--- src/rtl/bfr_pkg.sv ---
package bfr_pkg;
  localparam int MSG_W = 16;
  localparam int DEG   = 3;
  localparam int CHK_W = MSG_W / 2;
  localparam int CNT_W = $clog2(CHK_W + 1);
  localparam int VOTE_W = $clog2(DEG + 1);

  typedef enum logic [1:0] {ST_IDLE, ST_RUN, ST_DONE} bfr_state_e;

  // check index reached by edge k of message bit m
  function automatic int nbr_chk(input int m, input int k);
    int stride;
    stride = (m < CHK_W) ? 3 : 1;
    return (m + k * stride) % CHK_W;
  endfunction

  function automatic logic [CHK_W-1:0] adj_mask(input int m);
    logic [CHK_W-1:0] r;
    r = '0;
    for (int k = 0; k < DEG; k++) r[nbr_chk(m, k)] = 1'b1;
    return r;
  endfunction

  // 1 marks an unsatisfied check
  function automatic logic [CHK_W-1:0] syndrome(input logic [MSG_W-1:0] msg,
                                                input logic [CHK_W-1:0] chk);
    logic [CHK_W-1:0] s;
    s = chk;
    for (int m = 0; m < MSG_W; m++)
      for (int k = 0; k < DEG; k++)
        s[nbr_chk(m, k)] = s[nbr_chk(m, k)] ^ msg[m];
    return s;
  endfunction

  function automatic logic [CNT_W-1:0] ones(input logic [CHK_W-1:0] v);
    logic [CNT_W-1:0] c;
    c = '0;
    for (int i = 0; i < CHK_W; i++) c = c + CNT_W'(v[i]);
    return c;
  endfunction
endpackage

--- src/rtl/bfr_vote.sv ---
module bfr_vote
  import bfr_pkg::*;
(
  input  logic [CHK_W-1:0] unsat,
  output logic [MSG_W-1:0] qual
);
  for (genvar m = 0; m < MSG_W; m++) begin : g_bit
    logic [VOTE_W-1:0] cnt;
    always_comb begin
      cnt = '0;
      for (int k = 0; k < DEG; k++) cnt = cnt + VOTE_W'(unsat[nbr_chk(m, k)]);
    end
    // strict majority: unsatisfied count exceeds satisfied count
    assign qual[m] = ({1'b0, cnt} << 1) > (VOTE_W + 1)'(DEG);
  end
endmodule

--- src/rtl/bfr_pick.sv ---
module bfr_pick
  import bfr_pkg::*;
(
  input  logic [MSG_W-1:0] qual,
  output logic [MSG_W-1:0] pick,
  output logic [CHK_W-1:0] toggle,
  output logic             any
);
  assign pick = qual & (~qual + MSG_W'(1));
  assign any  = |qual;
  always_comb begin
    toggle = '0;
    for (int m = 0; m < MSG_W; m++)
      if (pick[m]) toggle = toggle | adj_mask(m);
  end
endmodule

--- src/rtl/bitflip_reducer.sv ---
module bitflip_reducer
  import bfr_pkg::*;
(
  input  logic             clk,
  input  logic             rst_n,
  input  logic             start,
  input  logic [15:0]      msg_in,
  input  logic [7:0]       chk_in,
  output logic             busy,
  output logic             done,
  output logic             fail,
  output logic [15:0]      msg_out,
  output logic [7:0]       chk_out
);
  bfr_state_e       st_q;
  logic [MSG_W-1:0] msg_q;
  logic [CHK_W-1:0] chk_q, unsat_q;
  logic [CNT_W-1:0] steps_q, budget_q;
  logic             fail_q;

  logic [MSG_W-1:0] qual, pick;
  logic [CHK_W-1:0] toggle, syn_new;
  logic             cand_any;
  logic             flip_ev, stop_ev;
  logic [CNT_W-1:0] unsat_cnt;

  bfr_vote u_vote (.unsat(unsat_q), .qual(qual));
  bfr_pick u_pick (.qual(qual), .pick(pick), .toggle(toggle), .any(cand_any));

  assign syn_new   = syndrome(msg_in, chk_in);
  assign unsat_cnt = ones(unsat_q);
  assign flip_ev   = (st_q == ST_RUN) && cand_any && (steps_q != budget_q);
  assign stop_ev   = (st_q == ST_RUN) && !cand_any;

  always_ff @(posedge clk) begin
    if (!rst_n) begin
      st_q     <= ST_IDLE;
      msg_q    <= '0;
      chk_q    <= '0;
      unsat_q  <= '0;
      steps_q  <= '0;
      budget_q <= '0;
      fail_q   <= 1'b0;
    end else begin
      case (st_q)
        ST_RUN: begin
          if (!cand_any) begin
            st_q <= ST_DONE;
          end else if (steps_q == budget_q) begin
            fail_q <= 1'b1;
            st_q   <= ST_DONE;
          end else begin
            msg_q   <= msg_q ^ pick;
            unsat_q <= unsat_q ^ toggle;
            steps_q <= steps_q + CNT_W'(1);
          end
        end
        default: begin
          if (start) begin
            msg_q    <= msg_in;
            chk_q    <= chk_in;
            unsat_q  <= syn_new;
            budget_q <= ones(syn_new);
            steps_q  <= '0;
            fail_q   <= 1'b0;
            st_q     <= ST_RUN;
          end
        end
      endcase
    end
  end

  assign busy    = (st_q == ST_RUN);
  assign done    = (st_q == ST_DONE);
  assign fail    = fail_q;
  assign msg_out = msg_q;
  assign chk_out = chk_q;

  // a flip is one bit taken from the qualifying set
  assert_one_flip_R4: assert property (@(posedge clk) disable iff (!rst_n)
    flip_ev |-> ($onehot(pick) && ((pick & ~qual) == '0)));
  // unsatisfied count falls after every flip
  assert_unsat_falls_R7: assert property (@(posedge clk) disable iff (!rst_n)
    flip_ev |=> (unsat_cnt < $past(unsat_cnt)));
  // check bits held during a run
  assert_chk_hold_R6: assert property (@(posedge clk) disable iff (!rst_n)
    busy |=> $stable(chk_out));
  // run ends on the cycle after no bit qualifies, message frozen
  assert_stop_R5: assert property (@(posedge clk) disable iff (!rst_n)
    stop_ev |=> (done && $stable(msg_out)));
  // busy and done exclusive
  assert_excl_R5: assert property (@(posedge clk) disable iff (!rst_n)
    !(busy && done));
  // budget never exhausted under correct operation
  assert_no_fail_R8: assert property (@(posedge clk) disable iff (!rst_n)
    done |-> !fail);
endmodule

--- config.mk ---
export PLATFORM = sky130hd
export DESIGN_NAME = bitflip_reducer
export DESIGN_NICKNAME = d
export VERILOG_FILES = /design/src/rtl/bfr_pkg.sv /design/src/rtl/bfr_vote.sv /design/src/rtl/bfr_pick.sv /design/src/rtl/bitflip_reducer.sv
export SDC_FILE = /design/constraint.sdc
export NUM_CORES = 1
export LEC_CHECK = 0
export BUFFER_PORTS_ARGS = -buffer_cell sky130_fd_sc_hd__buf_2
export CAP_MARGIN = 5
export CORE_MARGIN = 4
export CORE_UTILIZATION = 50
export CTS_BUF_LIST = sky130_fd_sc_hd__clkbuf_4 sky130_fd_sc_hd__clkbuf_8
export DETAILED_ROUTE_END_ITERATION = 8
export GPL_TIMING_DRIVEN = 1
export PLACE_DENSITY = 0.72
export SLEW_MARGIN = 20
export SYNTH_ARGS = -nofsm -noshare
export SYNTH_HDL_FRONTEND = slang
export SYNTH_HIERARCHICAL = 1
export SYNTH_SLANG_ARGS = --single-unit
--- constraint.sdc ---
create_clock -name clk -period 6.3 [get_ports clk]
set_input_delay 1.575 -clock clk [delete_from_list [all_inputs] [get_ports clk]]
set_output_delay 1.575 -clock clk [all_outputs]
set_load 0.05 [all_outputs]
==> flow_metrics.env <==
export IMPL_status="complete, no violations"
export IMPL_pin_count=54
export IMPL_async_flop_share_pct=0
export IMPL_p_int_uw=754
export IMPL_arrival_ns=4.86
export IMPL_die_width_um=90.0
export IMPL_irDropWorstVdd_v=0.000172
export IMPL_max_slew_margin_rel_pct=38.9
export IMPL_clkTransAtPathRegs_ns=0.09
export IMPL_synth_edf_count=0
export IMPL_grt_setup_unrepaired="no"
export IMPL_clockBufferDepth=2
export IMPL_cts_buffers=5
export IMPL_power_total_uw=1410
export IMPL_finalHoldViolCount=0
export IMPL_cts_htree_levels=2
export IMPL_grt_antenna_before_repair=0
export IMPL_p_per_area_nw_per_um2=379
export IMPL_pwr_share_clk_pct=15.6
export IMPL_io_buffers=53
export IMPL_drv_cap=0
export IMPL_placed_area_um2=3610
export IMPL_drive_gt1_share_pct=16.6
export IMPL_slew_viol_final=0
export IMPL_fin_area_um2=3720
export IMPL_setup_viol=0
export IMPL_root_buffer="clkbuf_8"
export IMPL_drt_wl_total_mm=8.72
export IMPL_critPathLaunch="msg_in[5]"
export IMPL_cp_slowest_cell="fa_1"
export IMPL_drt_pass1_iter_count=4
export IMPL_place_hpwl_mm=6.67
export IMPL_r2r_start="unsat_q[1]"
export IMPL_mostFrequentLayoutCell="nand2_1"
export IMPL_fin_crit_sh_pct=73.6
export IMPL_endpoint_kind="register"
export IMPL_syn_nets=461
export IMPL_p_seq_share_pct=25.3
export IMPL_place_inst=527
export IMPL_antenna_cells=0
export IMPL_r2r_cells=10
export IMPL_synthTopCellsByArea="dfxtp_1, xnor2_1, nand2_1"
export IMPL_fin_crit_ns=4.63
export IMPL_cts_setup_buffers=0
export IMPL_drt_initial_drc_count=209
export IMPL_start_kind="input port"
export IMPL_dieArea_um2=8090
export IMPL_fin_tns_setup_ns=0
export IMPL_clock_latency_ns=0.29
export IMPL_worst_pin_slew_ns=0.916
export IMPL_synthFlopType="dfxtp_1"
export IMPL_cp_max_fo=3
export IMPL_leakagePower_uw=0.00176
export IMPL_r2r_slack_ns=2.54
export IMPL_final_cells=535
export IMPL_fin_util_pct=57.9
export IMPL_synth_avg_cell_area_um2=8.03
export IMPL_num_vias=2982
export IMPL_syn_cell_area_um2=3360
export IMPL_path_cells="buf_2 > xnor2_1 > xnor2_1 > xnor2_1 > fa_1 > fa_1 > fa_1 > inv_1 > ha_1 > inv_1 > fa_1 > xnor2_1 > nand2_1 > a21boi_0"
export IMPL_globalRouteTotalUtil_pct=21.5
export IMPL_reg2reg_to="unsat_q[4]"
export IMPL_worst_hold_startpoint="chk_out[6]"
export IMPL_crit_required_ns=6.53
export IMPL_die_y_um=90.0
export IMPL_cts_num_sinks=43
export IMPL_fin_nets=500
export IMPL_seq_area_frac_synth_pct=25.6
export IMPL_slowest_delay_ns=0.51
export IMPL_synth_cells=418
export IMPL_pwr_share_comb_pct=59.2
export IMPL_rows=29
export IMPL_yosysWarnings=6
export IMPL_area_growth_syn_to_layout_pct=10.8
export IMPL_drc_errors=0
export IMPL_viasPerCell=5.57
export IMPL_swShare_pct=46.5
export IMPL_grt_start_max_net_pins=47
export IMPL_critPathKind="input port to register"
export IMPL_gr_total_overflow=0
export IMPL_synth_top_cell_by_area="dfxtp_1"
export IMPL_hold_path_class="register to register"
export IMPL_core_area_um2=6420
export IMPL_layout_common_cells="nand2_1, buf_2, dfxtp_1"
export IMPL_grt_pass1_vias=2875
export IMPL_place_congestion=0.902
export IMPL_drtAntennaViolNets=0
export IMPL_cts_resized=0
export IMPL_max_freq_mhz=216
export IMPL_wl_per_cell_um=16.3
export IMPL_ctsHoldBuffers=0
export IMPL_cts_tree="done"
export IMPL_grt_pass1_wl_mm=14.4
export IMPL_critPathCapture="budget_q[2]"
export IMPL_ys_types=52
export IMPL_worst_clock_skew_ns=0.00849
export IMPL_initial_utilization_pct=52.3
export IMPL_synth_seq_cells=43
export IMPL_p_sw_uw=655
export IMPL_synth_top_area_share_pct=25.6
worst min path at each step:
stage | endpoint | slack [ns] | depth (start not counted)
finish | chk_out[6] | 0.46 | 2
global route | chk_out[2] | 0.50 | 2
CTS | chk_out[6] | 0.47 | 2
detailed placement | chk_out[6] | 0.46 | 2
global placement | chk_out[2] | 0.45 | 2
floorplan | budget_q[2] | 0.45 | 2
area by class of cell:
class                      instances  area [um2]
clock buffer                       5        68.8
inverter                          12        45.0
fill                             594        2700
multi-input combinational        341        2330
sequential                        43         861
tap                               77        96.3
clock inverter                     3        43.8
timing repair buffer              54         273
power groups by stage:
stage / Combinational, uW / Clock [uW] / Sequential [uW]
after floorplan: 598 / 0 / 417
after global placement: 810 / 0 / 360
after detailed placement: 830 / 0 / 362
after CTS: 836 / 225 / 356
after global routing: 940 / 238 / 362
final: 834 / 219 / 356
kinds of logic after synthesis:
group	Yosys count	synth area share, %
buffers and inverters	34	4.96
AND/OR/NAND/NOR	171	27.7
flip-flops	43	25.6
multiplexers	1	0.298
AO/OA/AOI/OAI	105	22.1
XOR/XNOR	48	12.5
adder cells (fa/ha/maj)	16	6.86
registers in the layout (all words and copies together) (netlist names):
signal / flops
msg_out: 16
chk_out: 8
unsat_q: 8
budget_q: 4
steps_q: 4
st_q: 2
fail: 1
layer usage:
| layer | global-route usage, % | routed length [um] |
|---|---|---|
| met5 | 0 | 0 |
| met4 | 3.70 | 66 |
| met3 | 3.76 | 295 |
| met2 | 37.9 | 4370 |
| met1 | 27.8 | 3990 |
critical path: cells and delay by family:
family | cells | cell delay [ns]
fa+ha+maj | 5 | 2.00
xor+xnor | 4 | 0.82
compound gates | 1 | 0.15
buf+inv | 3 | 0.26
simple gates | 1 | 0.06
Yosys cell counts, drive strengths merged (5+ instances only):
library cell	n
a32o	8
dfxtp	43
a21o	18
nand2	73
ha	12
nor2	26
buf	8
o21ai	34
nor3b	5
xnor2	32
and2	6
inv	12
clkbuf	14
nand3b	28
xor2	16
a21boi	27
nor2b	6
through the flow:
| stage | setup slack (ns) | hold WS (ns) |
|---|---|---|
| floorplan | 1.67 | 0.454 |
| global placement | 1.39 | 0.450 |
| detailed placement | 1.32 | 0.456 |
| CTS | 1.63 | 0.468 |
| global route | 1.37 | 0.497 |
| finish | 1.67 | 0.464 |
(Power assumes the default switching activity.)
